**src/rtl/irq_pkg.sv**
```systemverilog
package irq_pkg;
  localparam int IRQ_W = 8;
  localparam int B_SSW = 1;
  localparam int B_MSW = 3;
  localparam int B_STM = 5;
  localparam int B_MTM = 7;
  localparam logic [IRQ_W-1:0] PEND_WMASK = 8'h2A;
  localparam logic [IRQ_W-1:0] ENA_WMASK  = 8'hAA;

  localparam int CODE_W = 4;
  localparam logic [CODE_W-1:0] CODE_SW   = 4'd0;
  localparam logic [CODE_W-1:0] CODE_TMR  = 4'd1;
  localparam logic [CODE_W-1:0] CODE_HOST = 4'd2;

  typedef enum logic [1:0] {
    LVL_U = 2'd0,
    LVL_S = 2'd1,
    LVL_R = 2'd2,
    LVL_M = 2'd3
  } lvl_e;

  typedef enum logic [1:0] {
    SEL_PEND = 2'd0,
    SEL_ENA  = 2'd1,
    SEL_CMP  = 2'd2,
    SEL_NONE = 2'd3
  } sel_e;
endpackage

```
**src/rtl/irq_state_regs.sv**
```systemverilog
module irq_state_regs
  import irq_pkg::*;
#(
  parameter int TIME_W = 64
) (
  input  logic              clk,
  input  logic              rst,
  input  logic [TIME_W-1:0] rtc_i,
  input  logic              ipi_i,
  input  logic              we_i,
  input  logic [1:0]        sel_i,
  input  logic [TIME_W-1:0] wdata_i,
  output logic [IRQ_W-1:0]  pend_o,
  output logic [IRQ_W-1:0]  ena_o,
  output logic [TIME_W-1:0] cmp_o
);
  logic [IRQ_W-1:0]  pend_q, pend_n;
  logic [IRQ_W-1:0]  ena_q, ena_n;
  logic [TIME_W-1:0] cmp_q, cmp_n;
  logic              wr_pend, wr_ena, wr_cmp, hit;

  assign wr_pend = we_i && (sel_i == SEL_PEND);
  assign wr_ena  = we_i && (sel_i == SEL_ENA);
  assign wr_cmp  = we_i && (sel_i == SEL_CMP);
  assign hit     = (rtc_i >= cmp_q);

  always_comb begin
    pend_n = pend_q;
    ena_n  = ena_q;
    cmp_n  = cmp_q;
    if (wr_pend)
      pend_n = (pend_q & ~PEND_WMASK) | (wdata_i[IRQ_W-1:0] & PEND_WMASK);
    if (ipi_i)
      pend_n[B_MSW] = 1'b1;
    if (wr_cmp) begin
      cmp_n         = wdata_i;
      pend_n[B_MTM] = 1'b0;
    end else if (hit) begin
      pend_n[B_MTM] = 1'b1;
    end
    if (wr_ena)
      ena_n = wdata_i[IRQ_W-1:0] & ENA_WMASK;
  end

  always_ff @(posedge clk) begin
    if (rst) begin
      pend_q <= '0;
      ena_q  <= '0;
      cmp_q  <= '1;
    end else begin
      pend_q <= pend_n;
      ena_q  <= ena_n;
      cmp_q  <= cmp_n;
    end
  end

  assign pend_o = pend_q;
  assign ena_o  = ena_q;
  assign cmp_o  = cmp_q;
endmodule

```
**src/rtl/irq_prio_sel.sv**
```systemverilog
module irq_prio_sel
  import irq_pkg::*;
(
  input  logic [IRQ_W-1:0]  pend_i,
  input  logic [IRQ_W-1:0]  ena_i,
  input  logic              host_i,
  input  logic [1:0]        priv_i,
  input  logic              gie_i,
  output logic              take_o,
  output logic [CODE_W-1:0] code_o
);
  logic [IRQ_W-1:0] act;
  logic             m_ok, s_ok;

  assign act  = pend_i & ena_i;
  assign m_ok = (priv_i != LVL_M) || gie_i;
  assign s_ok = (priv_i == LVL_U) || ((priv_i == LVL_S) && gie_i);

  always_comb begin
    take_o = 1'b1;
    code_o = CODE_SW;
    if (m_ok && act[B_MSW])      code_o = CODE_SW;
    else if (m_ok && act[B_MTM]) code_o = CODE_TMR;
    else if (m_ok && host_i)     code_o = CODE_HOST;
    else if (s_ok && act[B_SSW]) code_o = CODE_SW;
    else if (s_ok && act[B_STM]) code_o = CODE_TMR;
    else                         take_o = 1'b0;
  end
endmodule

```
**src/rtl/irq_pend_arb.sv**
```systemverilog
module irq_pend_arb
  import irq_pkg::*;
#(
  parameter int TIME_W  = 64,
  parameter int CAUSE_W = 64
) (
  input  logic               clk,
  input  logic               rst,
  input  logic [TIME_W-1:0]  rtc_i,
  input  logic               ipi_i,
  input  logic               host_msg_i,
  input  logic               csr_we_i,
  input  logic [1:0]         csr_sel_i,
  input  logic [TIME_W-1:0]  csr_wdata_i,
  input  logic [1:0]         priv_i,
  input  logic               gie_i,
  output logic               irq_take_o,
  output logic [CAUSE_W-1:0] irq_cause_o
);
  localparam int PAD_W = CAUSE_W - 1 - CODE_W;

  logic [IRQ_W-1:0]  pend_q, ena_q;
  logic [TIME_W-1:0] cmp_q;
  logic              take_c;
  logic [CODE_W-1:0] code_c;

  irq_state_regs #(.TIME_W(TIME_W)) u_regs (
    .clk(clk), .rst(rst), .rtc_i(rtc_i), .ipi_i(ipi_i),
    .we_i(csr_we_i), .sel_i(csr_sel_i), .wdata_i(csr_wdata_i),
    .pend_o(pend_q), .ena_o(ena_q), .cmp_o(cmp_q)
  );

  irq_prio_sel u_sel (
    .pend_i(pend_q), .ena_i(ena_q), .host_i(host_msg_i),
    .priv_i(priv_i), .gie_i(gie_i), .take_o(take_c), .code_o(code_c)
  );

  always_ff @(posedge clk) begin
    if (rst) begin
      irq_take_o  <= 1'b0;
      irq_cause_o <= '0;
    end else begin
      irq_take_o  <= take_c;
      irq_cause_o <= take_c ? {1'b1, {PAD_W{1'b0}}, code_c} : '0;
    end
  end
endmodule

```
**config.mk**
```make
export PLATFORM = sky130hd
export DESIGN_NAME = irq_pend_arb
export DESIGN_NICKNAME = d
export VERILOG_FILES = /design/src/rtl/irq_pkg.sv /design/src/rtl/irq_state_regs.sv /design/src/rtl/irq_prio_sel.sv /design/src/rtl/irq_pend_arb.sv
export SDC_FILE = /design/constraint.sdc
export NUM_CORES = 1
export LEC_CHECK = 0
export ABC_AREA = 0
export ABC_CLOCK_PERIOD_IN_PS = 2670
export BUFFER_PORTS_ARGS = -buffer_cell sky130_fd_sc_hd__buf_2
export CELL_PAD_IN_SITES_DETAIL_PLACEMENT = 1
export CELL_PAD_IN_SITES_GLOBAL_PLACEMENT = 1
export CORE_ASPECT_RATIO = 0.7
export CORE_MARGIN = 2
export CORE_UTILIZATION = 35
export DETAILED_ROUTE_END_ITERATION = 7
export PLACE_DENSITY_LB_ADDON = 0.1
export SYNTH_ARGS = -nofsm -noshare
export SYNTH_HDL_FRONTEND = slang
export SYNTH_HIERARCHICAL = 1
export SYNTH_SLANG_ARGS = --single-unit
```
**constraint.sdc**
```tcl
create_clock -name clk -period 2.67 [get_ports clk]
set_clock_uncertainty 0.15 [all_clocks]
set_input_delay 0.1335 -clock clk [delete_from_list [all_inputs] [get_ports clk]]
set_output_delay 0.1335 -clock clk [all_outputs]
set_load 0.1 [all_outputs]
```
## Word level (Yosys, flattened, before mapping)

Index checks and enable logic that the tools add are counted.

| cells by class | value |
|---|---|
| $lt $le $gt $ge | 1 |
| bitwise logic cells | 3 |
| multiplexer cells | 14 |
| divide/modulo/power cells | 0 |
| shift operators | 0 |
| reductions and logical operators | 19 |
| multiply operators | 0 |
| equal/unequal tests | 4 |
| add/subtract/negate cells | 0 |

Operators by type and width:

| kind | number |
|---|---|
| $ge 64x64->1 | 1 |
| $mux 64 | 1 |
| $mux 4 | 4 |
| $logic_and 1x1->1 | 9 |
| $and 8x8->8 | 1 |
| $mux 1 | 8 |
| $mux 8 | 1 |
| $or 8x6->8 | 1 |
| $reduce_or 6->1 | 1 |
| $eq 2x1->1 const B | 2 |
| $logic_not 2->1 | 2 |
| $reduce_bool 2->1 | 2 |
| $reduce_or 4->1 | 1 |
| $reduce_or 3->1 | 1 |
| $eq 2x2->1 const B | 1 |
| $logic_or 1x1->1 | 2 |
| $ne 2x2->1 const B | 1 |
| $reduce_or 2->1 | 1 |
| $not 1->1 | 1 |

| word-level totals | value |
|---|---|
| word-level logic and storage cells | 51 |
| bits in read-only memories | 0 |
| memory bits (writable) | 0 |
| output and inout bits | 65 |
| bits in latches | 0 |
| register bits after elaboration | 141 |
| bits of input ports | 138 |
| memories kept | 0 |

## Depth between registers and ports, before layout

Gate-level depths: netlist of run 1.

| logic depth | value |
|---|---|
| depth in word-level cells | 11 |
| depth in mapped cells | 8 |

## Modules after synthesis

Netlist of run 1, hierarchy kept.

Modules (own cells, without submodules):

| module | times used | area an instance (um^2) | sequential area each (um^2) | cells each |
|---|---|---|---|---|
| irq_state_regs | 1 | 4294.1 | 1441.4 | 541 |
| irq_pend_arb | 1 | 595.6 | 100.1 | 71 |
| irq_prio_sel | 1 | 111.4 | 0.0 | 15 |

## Worst setup path after synthesis of run 1

OpenSTA, ideal clock, no wires.

| path | value |
|---|---|
| kind | reg2reg |
| start | register u_regs.cmp_q[34], in the netlist u_regs/cmp_o[34] |
| end | register u_regs.pend_q[7], in the netlist u_regs/pend_o[7] |
| path buffers | 0 |
| setup time | 127 ps |
| data arrival time | 1763 ps |
| slack | 630 ps |
| period minus slack after synthesis | 2040 ps |
| stages on the path, launching flop included | 9 |
| cell sequence | dfxtp_1 > inv_1 > ha_1 > a21o_1 > a221o_1 > a221oi_2 > o2111ai_1 > o31ai_2 > o31ai_1 |

| on the way | value |
|---|---|
| word-level cells in the longest chain between the ends | 2 |

Ends and longest elaborated chain:

| what | line | source |
|---|---|---|
| from (decl) | irq_state_regs.sv:19 | `logic [TIME_W-1:0] cmp_q, cmp_n;` |
| from (signal assigned) | irq_state_regs.sv:53 | `cmp_q <= cmp_n;` |
| $ge 64x64->1 * | irq_state_regs.sv:25 | `assign hit = (rtc_i >= cmp_q);` |
| $mux 1 or $reduce_bool 2->1 (tied branches) | -- |  |
| to (signal assigned) | irq_state_regs.sv:51 | `pend_q <= pend_n;` |
| to (decl) | irq_state_regs.sv:17 | `logic [IRQ_W-1:0] pend_q, pend_n;` |

Mark *: on every way between the ends. The rest lies on a longest branch, timed or not.
A chain may end at the register's enable or synchronous reset.

## Final worst setup path of run 1

| path | value |
|---|---|
| start | register u_regs.cmp_q[14], in the netlist u_regs/cmp_o[14] |
| end | register u_regs.pend_q[7], in the netlist u_regs/pend_o[7] |

Same word-level chain as after synthesis.

==> results of run 1 <==
==> report_power, final <==
| part | switching [mW] | internal, mW | leakage (nW) |
|---|---|---|---|
| registers | 0.0320 | 1.21 | 0.633 |
| clock network | 0.477 | 0.920 | 0.172 |
| logic | 0.646 | 0.279 | 3.05 |
| total | 1.15 | 2.41 | 3.85 |
==> path summary, 6_finish.rpt <==
kind                      end  cells past startpoint  slack [ns]        startpoint
max          u_regs/pend_o[7]                      8        0.37  u_regs/cmp_o[14]
min            irq_cause_o[1]                      3        0.09        host_msg_i
max reg2reg  u_regs/pend_o[7]                      8        0.37  u_regs/cmp_o[14]
min reg2reg  u_regs/cmp_o[16]                      2        0.31  u_regs/cmp_o[16]
==> registers in the layout, indices dropped and copies added (netlist names) <==
signal and count:
u_regs/cmp_o 64, u_regs/pend_o 4, u_regs/ena_o 4, irq_cause_o 5
==> layer usage <==
| layer | GRT usage | vias to the layer above | part of all wire | routed length (um) |
|---|---|---|---|---|
| met2 | 0.3371 | 129 | 0.46 | 6664 |
| met1 | 0.2459 | 2105 | 0.48 | 6973 |
| li1 | - | 2321 | - | - |
| met5 | 0 | - | 0 | 0 |
| met4 | 0.03922 | 0 | 0.0084 | 122 |
| met3 | 0.04079 | 11 | 0.049 | 706 |
==> layout by cell type (no fill, tap or decap), types with 4 or more instances in the layout <==
master           n
dfxtp_1         77
mux2i_1          7
inv_1           65
nand3b_1        66
and3b_1          4
nand4_1         15
conb_1          61
o21ai_0          6
ha_1            64
nand3_1         10
dlygate4sd3_1   65
a21oi_1         25
clkbuf_8         4
nand2_1        141
buf_4            4
nor2_1          12
buf_2          143
clkbuf_16        9
a21o_1           4
==> cell type report <==
type                       count  share of cell area
multi-input combinational    451              0.4294
sequential                    77              0.2336
timing repair buffer         212              0.2116
clock buffer                  13             0.04248
inverter                      65             0.03698
tap                          190             0.03603
clock inverter                 3            0.009862
==> stage by stage <==
stage               cell area (um^2)  utilization  power, mW  std cells  hold WS, ns
detailed placement              5602       0.4051      2.116        930       0.1988
floorplan                       5159            -      1.978        677      0.05511
global placement                5602       0.4051      2.090        930       0.1928
global route                    6598       0.4771      3.732       1011      0.08435
finish                          6598       0.4771      3.562       1011      0.08820
CTS                             6598       0.4771      3.608       1011      0.07639
==> worst max-delay path: cells and delay by family, from the launching register on <==
kind                       cells  cell delay (ns)
and+or+nand+nor                1             0.09
buffers and inverters          1             0.05
adders and majority gates      1             0.30
AOI/OAI and AO/OA              5             1.25
DFF                            1             0.33
==> repair_timing <==
item                                   in CTS  in global routing
endpoints found under the hold margin      71                  0
resized for setup                           0                  0
hold buffers                               65                  0
==> results by group, run 1 <==
Drt
  – Pre-antenna DRT Iters: 6
  – Remaining antenna violation count: 0
  – DR iter-0 viols: 107
  – DRT Wirelength: 14.47 mm
  – Post-DR wirelength/cell: 14.31 um
  – Vias per cell: 4.516
  – Vias after detailed routing: 4566
  – Residual DRC: 0

Clocking
  – CTS Root Cell: clkbuf_16
  – Clock slew at reported path FFs: 0.06 ns
  – Max Buffers Root-to-Sink: 2
  – Post-CTS Setup Inserts: 0
  – H-Tree Depth: 3
  – CTS sink count: 77
  – Worst skew pair latency: 0.33 ns
  – CTS tree: built
  – CTS buffer count: 9

Floorplanning
  – Die H: 103.4 um
  – Die area: 0.01509 mm^2
  – Ports: 203
  – Die Width: 146.0 um
  – Site row count: 36
  – Starting Density: 0.3570
  – Core Region: 0.01383 mm^2

Cells and area
  – Area of the multi-input gates: 0.002833 mm^2
  – Fraction of layout cells with a size suffix above 1: 0.2083
  – Area Overhead vs Synth: 33.63%
  – FF+latch area: 0.001541 mm^2
  – Filler cells: 1730
  – Fin nets: 1018
  – ANT cells: 0

Critical path
  – CP max-delay cell: a221o_1
  – Largest fanout on the critical path: 3
  – Worst-path cell chain: inv_1 -> ha_1 -> a21oi_1 -> nand2_1 -> a221o_1 -> o31a_1 -> a2111oi_2 -> o31ai_1
  – Worst EP required: 2.72 ns
  – Startpoint types: flip-flop
  – Crit-path max cell delay: 0.34 ns
  – Critical path class: flip-flop to flip-flop
  – Worst EP arrival: 2.35 ns
  – Crit end category: flip-flop

Synthesis
  – Mapped cell area: 0.004937 mm^2
  – Synth warn: 6
  – Cells after synthesis: 618
  – Syn avg cell area: 7.989 um^2

Timing
  – Final WS setup: 0.3684 ns
  – Fmax: 434.5 MHz
  – Final count of hold timing violations: 0
  – Setup violations, final: 0
  – Fin Setup TNS: 0 ns
  – Slew headroom: 0.3695
  – Fin crit period: 2.302 ns
  – RSZ-0062 raised after global routing: false
  – Slew Limit Fails: 0
  – Final worst-path cycle share: 0.8620
  – Least-Margin Pin Slew: 0.9457 ns

Pwr
  – Leakage: 3.852 nW
  – VDD IR max: 251.2 uV
  – Pwr Density: 539.9 mW/mm^2

Global routing
  – Largest net degree at the start of global routing: 44
  – Initial antenna violation count: 0
  – First-pass GRT wire length: 22.94 mm
  – Overall global routing resource usage: 0.1913
  – Total grt overflow: 0
  – Vias in the first global route: 4807

Run status
  – Status: finished, final reports clean

Placed design
  – RD Place Congestion: 0.8160
  – Port Buffer Count: 143
  – DPL Wire Length: 10.86 mm
  – Placement Setup Slack: 0.3709 ns

Min path
  – Hold WC Path Type: input port to flip-flop

Run
  – Max_cap viols: 0
Power figures use the tool's default switching activity.
==> inputs of run 2 (changes only) <==
CORE_ASPECT_RATIO = 1.25   (was 0.7)
==> run 2 against run 1 <==
  * Final cell count is 1.7% lower
  * Sequential cell count unchanged
  * Worst hold slack is essentially flat
  * First-iteration DRC count shrank 9.3%
  * Fmax rose by 0.41%
  * Cell area shrank 0.97%
  * Count of clock-buffer cells in the layout is the same
  * Critical endpoint unchanged
  * Largest cell class unchanged
  * Largest power group unchanged
  * Highest routed layer unchanged
==> results by group, run 2 (synthesis results as in run 1) <==
Floorplanning
  – Die Width: 110.2 um
  – Die H: 136.8 um
  – Starting Density: 0.3574
  – Core Region: 0.01381 mm^2
  – Die area: 0.01508 mm^2
  – Site row count: 48
  – Ports: 203

Global routing
  – Overall global routing resource usage: 0.1847
  – Initial antenna violation count: 0
  – Largest net degree at the start of global routing: 42
  – Total grt overflow: 0
  – Vias in the first global route: 4873
  – First-pass GRT wire length: 21.79 mm

Timing
  – Final worst-path cycle share: 0.8585
  – Setup violations, final: 0
  – Slew Limit Fails: 0
  – Fin Setup TNS: 0 ns
  – Least-Margin Pin Slew: 0.8980 ns
  – Fin crit period: 2.292 ns
  – RSZ-0062 raised after global routing: false
  – Slew headroom: 0.4013
  – Fmax: 436.3 MHz
  – Final WS setup: 0.3779 ns
  – Final count of hold timing violations: 0
  – WHS: 0.08854 ns

Cells and area
  – Final Util: 0.4730
  – Commonest cells after routing, fill and taps aside: 143 x buf_2, 141 x nand2_1, 77 x dfxtp_1, 66 x nand3b_1
  – Final instance area: 0.006534 mm^2
  – Fraction of layout cells with a size suffix above 1: 0.2051
  – Area Overhead vs Synth: 32.34%
  – Filler cells: 1773
  – Fin nets: 1018
  – Commonest non-fill, non-tap cell in the layout: buf_2
  – ANT cells: 0
  – Final cell count without fillers: 994
  – Max reg flops: 64

Clocking
  – Post-CTS Setup Inserts: 0
  – Clock slew at reported path FFs: 0.06 ns
  – Post-CTS Hold Buffers: 65
  – CTS tree: built
  – Gates resized, CTS repair: 0
  – Max Buffers Root-to-Sink: 2
  – Worst skew pair latency: 0.33 ns
  – CTS Root Cell: clkbuf_16
  – CTS buffer count: 9
  – CTS sink count: 77
  – H-Tree Depth: 3

Critical path
  – Worst EP arrival: 2.38 ns
  – Largest fanout on the critical path: 3
  – Startpoint types: flip-flop
  – Crit end category: flip-flop
  – Critical path class: flip-flop to flip-flop
  – Worst EP required: 2.76 ns

Placed design
  – DPL Wire Length: 10.20 mm
  – RD Place Congestion: 0.8187
  – Port Buffer Count: 143
  – Post-Place Cells: 915
  – DP Area: 0.005583 mm^2
  – Placement Setup Slack: 0.3229 ns

Drt
  – Post-DR wirelength/cell: 13.96 um
  – Residual DRC: 0
  – Vias per cell: 4.566
  – DRT Wirelength: 13.88 mm
  – Pre-antenna DRT Iters: 4
  – Vias after detailed routing: 4539
  – DR iter-0 viols: 97
  – Remaining antenna violation count: 0

Pwr
  – Combinational cell fraction of total power: 0.269
  – Sw Pwr: 1.136 mW
  – Internal Power: 2.278 mW
  – Clock Power Share: 0.368
  – Tot Pwr: 3.414 mW
  – VDD IR max: 288.2 uV
  – Flop pwr share: 0.363
  – Fraction of power spent switching nets: 0.3327
  – Leakage: 3.828 nW
  – Pwr Density: 522.6 mW/mm^2

Run status
  – Status: finished, final reports clean

Min path
  – Hold WC Path Type: input port to flip-flop

Run
  – Max_cap viols: 0
run 2: cell types whose count changed in the layout (fill, tap and decap cells not counted):
cell / previous run / this run
bufinv_16: 2 / 1
clkbuf_8: 4 / 3
clkinv_2: 1 / 0
clkbuf_1: 0 / 1
run 2: layout make-up:
| class | instances | area (um^2) | area share |
|---|---|---|---|
| Clock buffer | 13 | 270.3 | 0.04136 |
| Multi-Input combinational cell | 451 | 2833 | 0.4336 |
| Tap cell | 175 | 219.0 | 0.03351 |
| Sequential cell | 77 | 1541 | 0.2359 |
| Timing Repair Buffer | 212 | 1396 | 0.2137 |
| Clock inverter | 1 | 30.03 | 0.004596 |
| Inverter | 65 | 244.0 | 0.03734 |
run 2: final timing paths:
check | start | end | slack, ns | cells after the start
worst max-delay path | u_regs/cmp_o[30] | u_regs/pend_o[7] | 0.38 | 8
worst min-delay path | host_msg_i | irq_cause_o[1] | 0.09 | 3
worst max register to register | u_regs/cmp_o[30] | u_regs/pend_o[7] | 0.38 | 8
worst min register to register | u_regs/cmp_o[1] | u_regs/cmp_o[1] | 0.32 | 2
run 2: layer usage:
layer  GRT usage  share of wire
met3     0.03810          0.048
met4     0.04097         0.0097
met1      0.1997           0.40
met5           0              0
met2      0.3603           0.54
run 2: worst max-delay path: stages, from the launching register on:
cell and delay, ns:
dfxtp_1 0.32, inv_1 0.04, ha_1 0.30, nand4_1 0.18, nor4_1 0.53, nand2_1 0.13, o21ai_0 0.23, a2111oi_2 0.09
o31ai_1 0.23
run 2: power groups by stage:
stage | combinational (mW) | sequential, mW | clock, mW
after floorplan | 0.696 | 1.28 | 0
after global placement | 0.825 | 1.26 | 0
after detailed placement | 0.843 | 1.27 | 0
after CTS | 0.921 | 1.24 | 1.29
after global routing | 0.998 | 1.25 | 1.35
final | 0.918 | 1.24 | 1.26
